<file path="src/rtl/mul_pkg.sv">
package mul_pkg;
  typedef enum logic {
    MODE_UNS = 1'b0,
    MODE_SGN = 1'b1
  } mul_mode_e;
endpackage

</file>
<file path="src/rtl/mul_addsub.sv">
module mul_addsub #(
  parameter int unsigned W = 32
) (
  input  logic [W-1:0] a_i,
  input  logic [W-1:0] b_i,
  input  logic         sext_i,
  input  logic         en_i,
  input  logic         sub_i,
  output logic [W:0]   sum_o
);
  logic [W:0] a_ext, b_ext;

  assign a_ext = {sext_i & a_i[W-1], a_i};
  assign b_ext = {sext_i & b_i[W-1], b_i};

  always_comb begin
    if (!en_i)      sum_o = a_ext;
    else if (sub_i) sum_o = a_ext - b_ext;
    else            sum_o = a_ext + b_ext;
  end
endmodule

</file>
<file path="src/rtl/mul_ctrl.sv">
module mul_ctrl #(
  parameter int unsigned ITER = 32
) (
  input  logic clk_i,
  input  logic rst_ni,
  input  logic start_i,
  output logic load_o,
  output logic step_o,
  output logic last_o,
  output logic busy_o,
  output logic done_o
);
  localparam int unsigned CNT_W = (ITER > 1) ? $clog2(ITER) : 1;
  localparam logic [CNT_W-1:0] CNT_LAST = CNT_W'(ITER - 1);

  logic [CNT_W-1:0] cnt_q;
  logic             busy_q, done_q;

  assign load_o = start_i & ~busy_q;
  assign step_o = busy_q;
  assign last_o = busy_q & (cnt_q == CNT_LAST);
  assign busy_o = busy_q;
  assign done_o = done_q;

  always_ff @(posedge clk_i or negedge rst_ni) begin
    if (!rst_ni) begin
      cnt_q  <= '0;
      busy_q <= 1'b0;
      done_q <= 1'b0;
    end else begin
      done_q <= last_o;
      if (load_o) begin
        busy_q <= 1'b1;
        cnt_q  <= '0;
      end else if (busy_q) begin
        cnt_q <= cnt_q + 1'b1;
        if (last_o) busy_q <= 1'b0;
      end
    end
  end


  start_accept_chk: assert property (@(posedge clk_i) disable iff (!rst_ni)
    (start_i && !busy_q) |=> busy_q);

  last_iter_chk: assert property (@(posedge clk_i) disable iff (!rst_ni)
    last_o |=> (done_q && !busy_q));

  done_pulse_chk: assert property (@(posedge clk_i) disable iff (!rst_ni)
    done_q |=> !done_q);

  busy_hold_chk: assert property (@(posedge clk_i) disable iff (!rst_ni)
    (busy_q && !last_o) |=> busy_q);

  done_idle_chk: assert property (@(posedge clk_i) disable iff (!rst_ni)
    done_q |-> !busy_q);
endmodule

</file>
<file path="src/rtl/mul_datapath.sv">
module mul_datapath
  import mul_pkg::*;
#(
  parameter int unsigned W = 32
) (
  input  logic         clk_i,
  input  logic         rst_ni,
  input  logic         load_i,
  input  logic         step_i,
  input  logic         last_i,
  input  mul_mode_e    mode_i,
  input  logic [W-1:0] mcand_i,
  input  logic [W-1:0] mplier_i,
  output logic [W-1:0] hi_o,
  output logic [W-1:0] lo_o
);
  logic [W-1:0] mcand_q, hi_q, lo_q;
  mul_mode_e    mode_q;
  logic [W:0]   sum;
  logic         sgn;

  assign sgn = (mode_q == MODE_SGN);

  mul_addsub #(.W(W)) u_addsub (
    .a_i   (hi_q),
    .b_i   (mcand_q),
    .sext_i(sgn),
    .en_i  (lo_q[0]),
    .sub_i (sgn & last_i),
    .sum_o (sum)
  );

  always_ff @(posedge clk_i or negedge rst_ni) begin
    if (!rst_ni) begin
      mcand_q <= '0;
      mode_q  <= MODE_UNS;
      hi_q    <= '0;
      lo_q    <= '0;
    end else if (load_i) begin
      mcand_q <= mcand_i;
      mode_q  <= mode_i;
      hi_q    <= '0;
      lo_q    <= mplier_i;
    end else if (step_i) begin
      // carry/sign enters HI top, sum lsb enters LO top
      hi_q <= sum[W:1];
      lo_q <= {sum[0], lo_q[W-1:1]};
    end
  end

  assign hi_o = hi_q;
  assign lo_o = lo_q;


  idle_hold_chk: assert property (@(posedge clk_i) disable iff (!rst_ni)
    (!load_i && !step_i) |=> ($stable(hi_q) && $stable(lo_q)));

  load_clear_chk: assert property (@(posedge clk_i) disable iff (!rst_ni)
    load_i |=> (hi_q == '0 && lo_q == $past(mplier_i)));

  no_reload_chk: assert property (@(posedge clk_i) disable iff (!rst_ni)
    step_i |=> $stable(mcand_q) && $stable(mode_q));
endmodule

</file>
<file path="src/rtl/seq_mul.sv">
module seq_mul
  import mul_pkg::*;
#(
  parameter int unsigned W = 32
) (
  input  logic         clk_i,
  input  logic         rst_ni,
  input  logic         start_i,
  input  logic         signed_i,
  input  logic [W-1:0] mcand_i,
  input  logic [W-1:0] mplier_i,
  output logic         busy_o,
  output logic         done_o,
  output logic [W-1:0] hi_o,
  output logic [W-1:0] lo_o
);
  logic load, step, last;
  mul_mode_e mode;

  assign mode = signed_i ? MODE_SGN : MODE_UNS;

  mul_ctrl #(.ITER(W)) u_ctrl (
    .clk_i  (clk_i),
    .rst_ni (rst_ni),
    .start_i(start_i),
    .load_o (load),
    .step_o (step),
    .last_o (last),
    .busy_o (busy_o),
    .done_o (done_o)
  );

  mul_datapath #(.W(W)) u_dp (
    .clk_i   (clk_i),
    .rst_ni  (rst_ni),
    .load_i  (load),
    .step_i  (step),
    .last_i  (last),
    .mode_i  (mode),
    .mcand_i (mcand_i),
    .mplier_i(mplier_i),
    .hi_o    (hi_o),
    .lo_o    (lo_o)
  );
endmodule

</file>
<file path="config.mk">
export PLATFORM = sky130hd
export DESIGN_NAME = seq_mul
export DESIGN_NICKNAME = d
export VERILOG_FILES = /design/src/rtl/mul_pkg.sv /design/src/rtl/mul_addsub.sv /design/src/rtl/mul_ctrl.sv /design/src/rtl/mul_datapath.sv /design/src/rtl/seq_mul.sv
export SDC_FILE = /design/constraint.sdc
export NUM_CORES = 1
export LEC_CHECK = 0
export BUFFER_PORTS_ARGS = -buffer_cell sky130_fd_sc_hd__buf_2
export CAP_MARGIN = 0
export CORE_UTILIZATION = 60
export DETAILED_ROUTE_END_ITERATION = 16
export PLACE_DENSITY = 0.91
export SYNTH_ARGS = -nofsm -noshare
export SYNTH_HDL_FRONTEND = slang
export SYNTH_SLANG_ARGS = --single-unit
</file>
<file path="constraint.sdc">
create_clock -name clk_i -period 7.4 [get_ports clk_i]
set_input_delay 0.37 -clock clk_i [delete_from_list [all_inputs] [get_ports clk_i]]
set_output_delay 0.37 -clock clk_i [all_outputs]
set_load 0.02 [all_outputs]
</file>
# After elaboration in Yosys (flattened, before gate mapping)
# Index checks and enable logic that the tools add are counted.
# totals
inputBits	68
out_inout_bits	66
word_cells	30
reg_bits	104
# classes
n_reduce_logical	1
muxes	12
eq_ne	1
bitwise_logic	6
addsub	3
# ops
cell	n
$mux 32	4
$mux 33	2
$add 33x33->33	1
$sub 33x33->33	1
$mux 5	2
$add 5x1->5 const B	1
$and 1x1->1	5
$eq 5x5->1 const B	1
$mux 1	4
$reduce_bool 2->1	1
$not 1->1	1

# Depth between registers and ports, before layout
# logic_depth
depth_word	7
mapped_depth	20
ltp_nobuf	19

# Cells and area by module
# A second synthesis with hierarchy kept.
# unflattened
hier_cells	738
hier_area_um2	7123.1
# modules_own_cells
module	cells_each	seq_area_each_um2	area_per_inst_um2	n_inst
mul_datapath	312	2427.3	4092.7	1
mul_addsub	396	0.0	2686.3	1
mul_ctrl	30	175.2	344.1	1

# Worst setup path after synthesis
# OpenSTA, ideal clock, no wires.
# synth_timing
path_kind	register to register
startpoint	reg u_dp.mcand_q[0]
endpoint	reg u_dp.hi_q[30], in the netlist u_dp.hi_o[30]
setup_ns	0.124
n_path_buf	0
path_stages_with_launch	17
arrival_ns	3.897
synth_period_minus_slack_ns	4.021
slack_ns	3.379
required_time_ns	7.276
path_cell_list	dfrtp_1 > inv_1 > ha_1 > or4b_1 > nor4_4 > nand2_1 > o41ai_1 > xor2_1 > ha_1 > a21oi_1 > o21ai_0 > or3_1 > a211o_1 > nand2_1 > o2111ai_1 > mux2i_1 > a211o_1
# synth_between
elab_chain_len	5
# synth_lines
item	line	text
start, declared	mul_datapath.sv:17	logic [W-1:0] mcand_q, hi_q, lo_q;
start signal, assigned	mul_datapath.sv:40	mcand_q <= mcand_i;
$add 33x33->33 or $sub 33x33->33 (tied branches)	mul_addsub.sv:19, mul_addsub.sv:18	
$mux 33 *	mul_addsub.sv:18	else if (sub_i) sum_o = a_ext - b_ext;
$mux 33 *	mul_addsub.sv:17	if (!en_i) sum_o = a_ext;
$mux 32 *	mul_datapath.sv:44	end else if (step_i) begin
$mux 32 *	mul_datapath.sv:39	end else if (load_i) begin
end signal, assigned	mul_datapath.sv:46	hi_q <= sum[W:1];
end, declared	mul_datapath.sv:17	
# Every way passes the cells marked *; elsewhere a longest branch is shown, timed or not. The select of a mux whose other input is x is not followed.
# A chain may end at the register's enable or synchronous reset.

# Worst setup path after layout
# Same ends and word-level chain as after synthesis.

==> results_dict.tcl <==
set metrics [dict create \
    design_area_um2 7970 \
    layout-drive-gt1-share_pct 23.4 \
    yosysTopAreaCell "dfrtp_1" \
    clock.fmax_ghz 0.221 \
    synthToLayoutAreaGrowth_pct 14.7 \
    crit_path_start_kind "flop" \
    antenna_cells 0 \
    leakage_nw 3.73 \
    clk_pin_slew_ns 0.07 \
    hpwl_um 13000 \
    period_needed_ns 4.52 \
    violations "hold timing" \
    status "finished, violations left" \
    antenna_found_initial 0 \
    grt_pass1_vias 5770 \
    total_power_mw 4.56 \
    cts_tree "built" \
    crit_fanout 7 \
    slew_headroom_pct 34.6 \
    grt_max_degree 97 \
    worst_slew_pin_slew_ns 0.978 \
    start_util_pct 62.7 \
    fin_ws_ns 2.88 \
    first_pass_iters 5 \
    port_buffers 133 \
    via_count 6225 \
    arrival_ns 4.76 \
    syn_inst 754 \
    hold_viol 7 \
    fin_tns_setup_ns 0 \
    cts.path.max_buffers 2 \
    maxCapViolations 0 \
    fin_nets 970 \
    synth_warnings 0 \
    die_h_um 110 \
    viasPerCell 6.16 \
    power.density_nw_per_um2 572 \
    syn_area_um2 6950 \
    synth.area.top_cells "dfrtp_1 37%, mux2i_1 6.9%, ha_1 6.3%" \
    wirelength_um 17800 \
    cts.sinks 104 \
    coreArea_um2 11100 \
    synth_top_area_share_pct 37.5 \
    grt_setup_unrepaired "no" \
    overflow 0 \
    drtAntennaViolNets 0 \
    maxSlewViolCount 0 \
    synth_flop_cell "dfrtp_1" \
    hp-class "primary input to asynchronous set/reset pin" \
    rr_endpoint "u_dp.hi_o[30]" \
    syn_nets 858 \
    ioPinCount 134 \
    crit_type "flop to flop" \
    post_cts_resized 0 \
    critPathCaptureType "flop" \
    yosys_register_bits 104 \
    utilization_pct 71.9 \
    reg2reg_slack_ns 2.88 \
    ff2ff_path_depth 16 \
    drt-initial-drc-count 439 \
    fin_skew_ns 0.0104 \
    pre_cts_ws_ns 2.94 \
    synth-edff-count 0 \
    clock-root-buffer "clkbuf_16" \
    hold_buffers 0 \
    rows 38 \
    vdd_ir_drop_max_uv 314 \
    setup_viol 0 \
    timing.rr.start "u_dp.mcand_q[0]" \
    grt_pass1_wl_um 28800 \
    drcViolationCount 0 \
    yosysMostFrequentCell "dfrtp_1" \
    whs_ns -0.00776 \
    htreeDepth 3 \
    required_ns 7.64 \
    wl_per_cell_um 17.6 \
    postPlaceCellArea_um2 7680 \
    synthTopCellsByCount "104 x dfrtp_1, 91 x nand2_1, 77 x o21ai_0, 48 x mux2i_1, 46 x a21oi_1" \
    clk-insertion-delay-late_ns 0.35 \
    die_w_um 110 \
    synth.avg_cell_area_um2 9.21 \
    numCtsBuffers 9 \
    yosysUniqueCellTypes 61 \
    synth-seq-area-share_pct 37.5 \
    synthArstFlopShare_pct 100 \
    die_area_um2 12000 \
    post_cts_buffers 0 \
    place.gp.congestion 0.939 \
    grt_usage_pct 31.4 \
    finalCritPeriodShare_pct 61.1 \
]
[final cells by class]
| type | count | area, µm² |
|---|---|---|
| multi-input cells | 594 | 4130 |
| fillers | 827 | 3110 |
| flip-flops and latches | 104 | 2600 |
| repair buffers | 138 | 706 |
| clock buffers | 11 | 243 |
| well taps | 140 | 175 |
| inverters | 19 | 71.3 |
| clock inverters | 5 | 40.0 |
[per-stage QoR]
| stage | std cells | hold slack (ns) |
|---|---|---|
| after floorplan | 754 | 0.0744 |
| after global placement | 995 | 0.390 |
| after detailed placement | 995 | 0.398 |
| after CTS | 1011 | 0.0205 |
| after global routing | 1011 | 0.0376 |
| final | 1011 | -0.00776 |
[layout by cell type (no fill, tap or decap), types with 6 or more instances in the layout]
master	instances
o31ai_1	10
clkbuf_16	9
a31oi_1	6
a31o_2	8
inv_1	18
o21a_1	7
mux2i_1	48
a21oi_1	46
and3_1	6
xnor2_1	32
nor3_1	9
o22ai_1	8
nand4_1	8
mux2_2	31
dfrtp_1	103
buf_4	6
o21ai_0	77
ha_1	35
buf_2	132
nor2_1	42
a21o_1	8
nand3_1	19
or3_1	8
nor2b_1	6
xor2_1	21
nand2_1	91
[sequential cells by signal (all words and copies together), names as in the netlist]
name	flops
u_dp.hi_o	32
u_dp.lo_o	32
u_dp.mcand_q	32
u_ctrl.cnt_q	5
u_ctrl.busy_o	1
u_ctrl.done_o	1
u_dp.mode_q	1
[where the power goes]
part / internal [mW] / leakage, nW / switching (mW)
registers: 0.861 / 1.27 / 0.350
logic: 1.21 / 2.33 / 1.67
clock network: 0.241 / 0.134 / 0.219
[how the worst max path moves through the flow]
| stage | start | endpoint | slack (ns) | cells after the start |
|---|---|---|---|---|
| 2_1_floorplan | u_dp.mcand_q[0] | u_dp.hi_o[30] | 3.38 | 16 |
| 3_3_place_gp | u_dp.mcand_q[0] | u_dp.hi_o[30] | 3.05 | 16 |
| 3_5_place_dp | u_dp.mcand_q[0] | u_dp.hi_o[30] | 2.94 | 16 |
| 4_1_cts | u_dp.mcand_q[0] | u_dp.hi_o[30] | 2.93 | 16 |
| 5_1_grt | u_dp.mcand_q[0] | u_dp.hi_o[30] | 2.50 | 16 |
| 6_report | u_dp.mcand_q[0] | u_dp.hi_o[30] | 2.88 | 16 |
[cells by family (layout without fill, tap and decap cells)]
| kind of cell | Yosys count | after routing | share of synthesized area, % |
|---|---|---|---|
| fa+ha+maj | 36 | 36 | 6.59 |
| buf+inv | 56 | 173 | 3.24 |
| flops | 104 | 104 | 37.5 |
| simple gates | 212 | 212 | 14.6 |
| compound gates | 214 | 214 | 19.5 |
| xor+xnor | 53 | 53 | 6.68 |
| mux | 79 | 79 | 11.9 |
[worst max-delay path, stage by stage, from the launching register on]
cell       delay, ns
dfrtp_1         0.45
inv_1           0.12
ha_1            0.18
or4b_1          0.57
nor4_4          0.37
nand2_1         0.12
o41ai_1         0.33
xor2_1          0.22
ha_1            0.32
a21oi_1         0.22
o21ai_0         0.17
or3_1           0.40
a211o_1         0.23
nand2_1         0.13
o2111ai_1       0.16
mux2i_1         0.15
a211o_1         0.28
[routing by layer]
metal	global-route usage (%)	wire, µm	part of all wire [%]
met5	0	0	0
met4	10.8	289	1.6
met3	6.05	1580	8.9
met2	49.3	8070	45
met1	43.5	7900	44
(Power assumes the default switching activity.)
